<file path="src/rtl/vtrd_pkg.sv">
package vtrd_pkg;

  // Per-word classification carried alongside each output word.
  typedef struct packed {
    logic trs;
    logic eav;
    logic sav;
    logic act;
    logic anc;
    logic ln;
    logic crc;
  } vtrd_mark_t;

  // Timing flags taken from a flag word.
  typedef struct packed {
    logic f;
    logic v;
    logic h;
  } vtrd_flags_t;

endpackage

</file>
<file path="src/rtl/vtrd_rst_sync.sv">
module vtrd_rst_sync #(
  parameter int STAGES = 2
) (
  input  logic clk,
  input  logic rst_n,
  output logic rst_n_sync
);

  logic [STAGES-1:0] sync_q;
  logic [STAGES-1:0] sync_d;

  always_comb begin
    sync_d = {sync_q[STAGES-2:0], 1'b1};
  end

  always_ff @(posedge clk or negedge rst_n) begin
    if (!rst_n) begin
      sync_q <= '0;
    end else begin
      sync_q <= sync_d;
    end
  end

  assign rst_n_sync = sync_q[STAGES-1];

endmodule

</file>
<file path="src/rtl/vtrd_code_hist.sv">
// Keeps, for one 10-bit channel, whether each of the last DEPTH valid
// codes was all-ones or all-zeros. Index 0 is the most recent one.
module vtrd_code_hist #(
  parameter int CODE_W = 10,
  parameter int DEPTH  = 3
) (
  input  logic              clk,
  input  logic              rst_n,
  input  logic              adv,
  input  logic [CODE_W-1:0] code,
  output logic              cur_max,
  output logic              cur_zero,
  output logic [DEPTH-1:0]  max_q,
  output logic [DEPTH-1:0]  zero_q
);

  logic [DEPTH-1:0] max_d;
  logic [DEPTH-1:0] zero_d;

  assign cur_max  = &code;
  assign cur_zero = ~|code;

  always_comb begin
    max_d  = max_q;
    zero_d = zero_q;
    if (adv) begin
      max_d  = {max_q[DEPTH-2:0], cur_max};
      zero_d = {zero_q[DEPTH-2:0], cur_zero};
    end
  end

  always_ff @(posedge clk or negedge rst_n) begin
    if (!rst_n) begin
      max_q  <= '0;
      zero_q <= '0;
    end else begin
      max_q  <= max_d;
      zero_q <= zero_d;
    end
  end

endmodule

</file>
<file path="src/rtl/vtrd_trs_decode.sv">
// Combinational match of preamble, flag word and ancillary flag on the
// current word, given per-lane history. Lane 0 = bits 9:0, lane 1 = 19:10.
module vtrd_trs_decode
  import vtrd_pkg::*;
#(
  parameter int LANES = 2,
  parameter int HIST  = 3
) (
  input  logic                  hd_mode,
  input  logic [3:0]            xyz_top,
  input  logic [LANES-1:0]      cur_max,
  input  logic [LANES-1:0]      cur_zero,
  input  logic [LANES*HIST-1:0] max_q,
  input  logic [LANES*HIST-1:0] zero_q,
  output logic                  xyz_hit,
  output vtrd_flags_t           flags,
  output logic                  anc_hit,
  output logic                  reserved
);

  localparam int SD_LANE = 0;
  localparam int HD_LANE = LANES - 1;

  logic [LANES-1:0] lane_pre;
  logic [LANES-1:0] lane_anc;
  logic [LANES-1:0] lane_rsv;

  generate
    for (genvar l = 0; l < LANES; l++) begin : g_lane
      // oldest 3FF, then 000, then 000 just before the current word
      assign lane_pre[l] = max_q[l*HIST+2] & zero_q[l*HIST+1] & zero_q[l*HIST+0];
      // 000, 3FF, then the current 3FF
      assign lane_anc[l] = zero_q[l*HIST+1] & max_q[l*HIST+0] & cur_max[l];
      assign lane_rsv[l] = cur_max[l] | cur_zero[l];
    end
  endgenerate

  always_comb begin
    flags.f = xyz_top[2];
    flags.v = xyz_top[1];
    flags.h = xyz_top[0];
    if (hd_mode) begin
      xyz_hit  = (&lane_pre) & xyz_top[3];
      anc_hit  = lane_anc[HD_LANE];
      reserved = |lane_rsv;
    end else begin
      xyz_hit  = lane_pre[SD_LANE] & xyz_top[3];
      anc_hit  = lane_anc[SD_LANE];
      reserved = lane_rsv[SD_LANE];
    end
  end

endmodule

</file>
<file path="src/rtl/vtrd_line_track.sv">
// Tracks the active-picture window and the words that trail an EAV.
module vtrd_line_track #(
  parameter int LN_WORDS  = 2,
  parameter int CRC_WORDS = 2
) (
  input  logic clk,
  input  logic rst_n,
  input  logic adv,
  input  logic hd_mode,
  input  logic xyz_hit,
  input  logic flag_v,
  input  logic flag_h,
  input  logic reserved,
  output logic act_word,
  output logic ln_word,
  output logic crc_word
);

  localparam int SPAN  = LN_WORDS + CRC_WORDS;
  localparam int CNT_W = $clog2(SPAN + 1);
  localparam logic [CNT_W-1:0] SPAN_CNT = CNT_W'(SPAN);
  localparam logic [CNT_W-1:0] CRC_CNT  = CNT_W'(CRC_WORDS);

  logic             act_q, act_d;
  logic [CNT_W-1:0] cnt_q, cnt_d;

  // cnt_q holds how many trailing words remain, counting the current one
  assign act_word = act_q & ~xyz_hit & ~reserved;
  assign ln_word  = ~xyz_hit & (cnt_q > CRC_CNT);
  assign crc_word = ~xyz_hit & (cnt_q != '0) & (cnt_q <= CRC_CNT);

  always_comb begin
    act_d = act_q;
    cnt_d = cnt_q;
    if (adv) begin
      if (xyz_hit) begin
        act_d = ~flag_h & ~flag_v;
        cnt_d = (hd_mode & flag_h) ? SPAN_CNT : '0;
      end else if (cnt_q != '0) begin
        cnt_d = cnt_q - 1'b1;
      end
    end
  end

  always_ff @(posedge clk or negedge rst_n) begin
    if (!rst_n) begin
      act_q <= 1'b0;
      cnt_q <= '0;
    end else begin
      act_q <= act_d;
      cnt_q <= cnt_d;
    end
  end

endmodule

</file>
<file path="src/rtl/vid_trs_decoder.sv">
module vid_trs_decoder
  import vtrd_pkg::*;
#(
  parameter int CODE_W    = 10,
  parameter int LN_WORDS  = 2,
  parameter int CRC_WORDS = 2,
  parameter int SYNC_STG  = 2
) (
  input  logic                clk,
  input  logic                rst_n,
  input  logic                hd_mode,
  input  logic                word_vld,
  input  logic [2*CODE_W-1:0] word_in,
  output logic                out_vld,
  output logic [2*CODE_W-1:0] out_word,
  output logic                trs_det,
  output logic                eav_det,
  output logic                sav_det,
  output logic                f_flag,
  output logic                v_flag,
  output logic                h_flag,
  output logic                act_pic,
  output logic                anc_det,
  output logic                ln_word,
  output logic                crc_word
);

  localparam int LANES   = 2;
  localparam int DATA_W  = LANES * CODE_W;
  localparam int TRS_PRE = 3;

  logic rst_n_i;

  vtrd_rst_sync #(.STAGES(SYNC_STG)) u_rst (
    .clk        (clk),
    .rst_n      (rst_n),
    .rst_n_sync (rst_n_i)
  );

  logic [LANES-1:0]         cur_max;
  logic [LANES-1:0]         cur_zero;
  logic [LANES*TRS_PRE-1:0] max_q;
  logic [LANES*TRS_PRE-1:0] zero_q;

  generate
    for (genvar l = 0; l < LANES; l++) begin : g_hist
      vtrd_code_hist #(.CODE_W(CODE_W), .DEPTH(TRS_PRE)) u_hist (
        .clk      (clk),
        .rst_n    (rst_n_i),
        .adv      (word_vld),
        .code     (word_in[l*CODE_W +: CODE_W]),
        .cur_max  (cur_max[l]),
        .cur_zero (cur_zero[l]),
        .max_q    (max_q[l*TRS_PRE +: TRS_PRE]),
        .zero_q   (zero_q[l*TRS_PRE +: TRS_PRE])
      );
    end
  endgenerate

  // top four bits of the decoded code: marker bit, F, V, H
  logic [3:0] xyz_top;
  assign xyz_top = hd_mode ? word_in[DATA_W-1 -: 4] : word_in[CODE_W-1 -: 4];

  logic        xyz_hit;
  vtrd_flags_t dec_flags;
  logic        anc_hit;
  logic        reserved;

  vtrd_trs_decode #(.LANES(LANES), .HIST(TRS_PRE)) u_dec (
    .hd_mode  (hd_mode),
    .xyz_top  (xyz_top),
    .cur_max  (cur_max),
    .cur_zero (cur_zero),
    .max_q    (max_q),
    .zero_q   (zero_q),
    .xyz_hit  (xyz_hit),
    .flags    (dec_flags),
    .anc_hit  (anc_hit),
    .reserved (reserved)
  );

  logic act_w, ln_w, crc_w;

  vtrd_line_track #(.LN_WORDS(LN_WORDS), .CRC_WORDS(CRC_WORDS)) u_line (
    .clk      (clk),
    .rst_n    (rst_n_i),
    .adv      (word_vld),
    .hd_mode  (hd_mode),
    .xyz_hit  (xyz_hit),
    .flag_v   (dec_flags.v),
    .flag_h   (dec_flags.h),
    .reserved (reserved),
    .act_word (act_w),
    .ln_word  (ln_w),
    .crc_word (crc_w)
  );

  vtrd_mark_t        marks_q, marks_d;
  vtrd_flags_t       flags_q, flags_d;
  logic [DATA_W-1:0] word_q, word_d;
  logic              vld_q, vld_d;

  always_comb begin
    marks_d = '0;
    if (word_vld) begin
      marks_d.trs = xyz_hit;
      marks_d.eav = xyz_hit & dec_flags.h;
      marks_d.sav = xyz_hit & ~dec_flags.h;
      marks_d.act = act_w;
      marks_d.anc = anc_hit;
      marks_d.ln  = ln_w;
      marks_d.crc = crc_w;
    end
    flags_d = (word_vld & xyz_hit) ? dec_flags : flags_q;
    word_d  = word_vld ? word_in : word_q;
    vld_d   = word_vld;
  end

  always_ff @(posedge clk or negedge rst_n_i) begin
    if (!rst_n_i) begin
      marks_q <= '0;
      flags_q <= '0;
      word_q  <= '0;
      vld_q   <= 1'b0;
    end else begin
      marks_q <= marks_d;
      flags_q <= flags_d;
      word_q  <= word_d;
      vld_q   <= vld_d;
    end
  end

  assign out_vld  = vld_q;
  assign out_word = word_q;
  assign trs_det  = marks_q.trs;
  assign eav_det  = marks_q.eav;
  assign sav_det  = marks_q.sav;
  assign act_pic  = marks_q.act;
  assign anc_det  = marks_q.anc;
  assign ln_word  = marks_q.ln;
  assign crc_word = marks_q.crc;
  assign f_flag   = flags_q.f;
  assign v_flag   = flags_q.v;
  assign h_flag   = flags_q.h;

endmodule

</file>
<file path="config.mk">
export PLATFORM = sky130hd
export DESIGN_NAME = vid_trs_decoder
export DESIGN_NICKNAME = d
export VERILOG_FILES = /design/src/rtl/vtrd_pkg.sv /design/src/rtl/vtrd_rst_sync.sv /design/src/rtl/vtrd_code_hist.sv /design/src/rtl/vtrd_trs_decode.sv /design/src/rtl/vtrd_line_track.sv /design/src/rtl/vid_trs_decoder.sv
export SDC_FILE = /design/constraint.sdc
export NUM_CORES = 1
export LEC_CHECK = 0
export ABC_CLOCK_PERIOD_IN_PS = 1600
export BUFFER_PORTS_ARGS = -buffer_cell sky130_fd_sc_hd__buf_2
export CORE_MARGIN = 2
export CORE_UTILIZATION = 46
export CTS_BUF_LIST = sky130_fd_sc_hd__clkbuf_4 sky130_fd_sc_hd__clkbuf_8 sky130_fd_sc_hd__clkbuf_16
export CTS_CLUSTER_DIAMETER = 50
export DETAILED_ROUTE_END_ITERATION = 6
export PLACE_DENSITY = 0.74
export SLEW_MARGIN = 30
export SYNTH_ARGS = -nofsm -noshare
export SYNTH_HDL_FRONTEND = slang
export SYNTH_SLANG_ARGS = --single-unit
</file>
<file path="constraint.sdc">
create_clock -name clk -period 1.6 [get_ports clk]
set_clock_uncertainty 0.2 [all_clocks]
set_input_delay 0.08 -clock clk [delete_from_list [all_inputs] [get_ports clk]]
set_output_delay 0.08 -clock clk [all_outputs]
set_load 0.005 [all_outputs]
</file>
==> run metrics <==
R2R setup slack=0.06 ns; Clock Path Buffers=2; R2R depth=4; origin of the critical flop-to-flop path=g_hist[1].u_hist.zero_q[1]; switching pwr=0.709 mW; minimum clock period=1.57 ns; Setup crit end kind=register; post-synth cell types=38; CTS Buf Count=5; die footprint=4990 um^2; final WL=4150 um; Die Ht=70.6 um; Nets=258; Leak=1.33 nW; cell count after synthesis=144; Max Cap Violations=0; gr usage total=0.178; DRT Pass-1 Iters=4; RSZ-0062 raised after global routing=false; area of the core=4320 um^2; Clock Sinks=47; final hold violations=13; wire per inst=14.6 um; P_int=2.00 mW; WHS=-0.0252 ns; detailed placement HPWL=2750 um; CP Max Fanout=6; vias in the first global route=1476; row cnt=24; die width=70.6 um; Starting Density=0.472; # port buffers=54; fillers=342; failing checks=hold timing; Post-Synthesis Cell Area=2040 um^2; Area Overhead vs Synth=36.5%; CTS tree=done; synth warn=0; VDD IR max=731 uV; Routed Antenna Nets=0; Synth Area per Inst=14.2 um^2; crit path DAT=1.55 ns; FF-to-FF End=u_line.act_q; Mapped Nets=171; ANT cells=0; clock share of power=0.276; Reg power frac=0.502; Worst-path clk slew=0.08 ns; first-pass GRT wire length=7000 um; final setup vio count=0; GPL Wtd Cong=0.745; kind of critical path=in2reg; vias per inst=5.14; H-Tree Depth=2; Required @ worst endpoint=1.58 ns; Critical Path Source Type=input pin; largest net degree at the start of global routing=23; Clock Latency Late Sink=0.30 ns; Sw Share=0.261; Peak Freq=638 MHz; gr ovfl total=0; HP Class=reg2async; share of layout cells above drive strength 1=0.513; antenna violations before repair=0; final core utilization=0.644; Clk Tree Root Cell=clkbuf_8; period utilization=0.979; Seq/Total Area, Yosys=0.576; Power Density=974 nW/um^2; Combinational Power Share=0.222; Starting DRT DRC Count=40; #FFs+latches synth=47; Ports=55; Remaining DRCs=0; fin. max-slew vios=0; status=finished with violations; via count=1459
cell usage in the layout, fill, tap and decap left out, drive strengths merged, types with 2 or more instances in the layout:
master	n
nor4	4
or4	3
mux2i	4
a21oi	4
inv	6
ha	3
dfrtp	47
buf	62
o21ai	3
mux2	33
nand4	5
nand3	3
nand2b	2
clkbuf	8
nor2	3
nand2	3
dlygate4sd3	23
cell families (layout without fill, tap and decap cells):
| kind of cell | Yosys count | after routing | share of synthesized area |
|---|---|---|---|
| other cells | 1 | 1 | 0.00184 |
| buf+inv | 12 | 100 | 0.0325 |
| mux | 37 | 37 | 0.207 |
| flops | 47 | 47 | 0.576 |
| compound gates | 12 | 12 | 0.0503 |
| fa+ha+maj | 3 | 3 | 0.0184 |
| simple gates | 32 | 32 | 0.113 |
state kept, by name, indices dropped and copies added (netlist names), 2 cells and up:
register / cells
g_hist.u_hist.zero_q: 4
u_line.cnt_q: 3
out_word: 20
u_rst.sync_q: 2
g_hist.u_hist.max_q: 6
power by group through the flow:
stage	combinational [mW]	sequential, mW	clock (mW)
floorplan	0.259	1.40	0
global placement	0.483	1.38	0
detailed placement	0.490	1.38	0
CTS	0.565	1.35	0.767
global route	0.664	1.37	0.826
finish	0.603	1.36	0.749
cells in the mapped netlist, drive strengths merged:
library cell	n	area share
dfrtp	47	0.58
mux2	33	0.19
buf	6	0.021
inv	6	0.011
nand4	5	0.015
a21oi	4	0.015
mux2i	4	0.020
nor4	4	0.020
ha	3	0.018
nand2	3	0.0055
nand3	3	0.0074
nor2	3	0.0055
o21ai	3	0.0074
or4	3	0.013
nand2b	2	0.0061
a21boi	1	0.0037
a22o	1	0.0043
and2	1	0.0043
and3	1	0.0037
conb	1	0.0018
nand3b	1	0.0037
nand4b	1	0.0043
nor2b	1	0.0031
nor3	1	0.0025
nor3b	1	0.0037
nor4b	1	0.012
o2111ai	1	0.013
o21a	1	0.0037
o22ai	1	0.0031
or3b	1	0.0043
cell type report:
cell class / instances / area (um^2) / share of cell area
well taps: 52 / 65.1 / 0.0234
inverters: 6 / 22.5 / 0.00809
clock buffers: 7 / 90.1 / 0.0323
repair buffers: 86 / 598 / 0.215
flip-flops and latches: 47 / 1180 / 0.423
multi-input cells: 85 / 827 / 0.297
clock inverters: 1 / 5.00 / 0.00180
worst max-delay path, stage by stage:
cell           delay [ns]
dlygate4sd3_1        0.68
o2111ai_4            0.14
a21oi_4              0.14
and2_4               0.20
mux2_4               0.30
per-stage QoR:
step | area, um^2 | setup slack, ns | TNS [ns] | instances | power [mW]
floorplan | 2040 | -0.0358 | -0.107 | 144 | 1.66
global placement | 2430 | 0.0198 | 0 | 253 | 1.86
detailed placement | 2430 | -0.0196 | -0.0196 | 253 | 1.87
CTS | 2770 | 0.00188 | 0 | 286 | 2.69
global route | 2790 | 0.000704 | 0 | 284 | 2.86
finish | 2790 | 0.0335 | 0 | 284 | 2.71
layer usage:
metal | up-vias | wire [um] | GRT usage
met3 | 4 | 191 | 0.0499
met1 | 720 | 1750 | 0.222
met2 | 40 | 2170 | 0.308
li1 | 695 | - | -
met4 | 0 | 42 | 0.0482
met5 | - | 0 | 0
worst max-delay path by stage:
stage	start	to	slack, ns
CTS	u_line.cnt_q[0]	u_line.cnt_q[2]	0.002
global route	word_in[9]	u_line.act_q	0.0007
global placement	u_line.cnt_q[0]	u_line.cnt_q[2]	0.02
floorplan	g_hist[0].u_hist.zero_q[0]	h_flag	-0.04
finish	word_in[9]	u_line.act_q	0.03
detailed placement	u_line.cnt_q[0]	u_line.cnt_q[2]	-0.02
what timing repair did:
| item | 4_1_cts | 5_1_grt |
|---|---|---|
| endpoints found under the setup margin | 1 | 21 |
| pin swaps | 0 | 3 |
| buffers inserted | 1 | 0 |
| hold buffers | 24 | 0 |
| gates resized for setup | 2 | 8 |
| endpoints found under the hold margin | 37 | 0 |
| gates cloned | 0 | 0 |
Power figures use the tool's default switching activity.
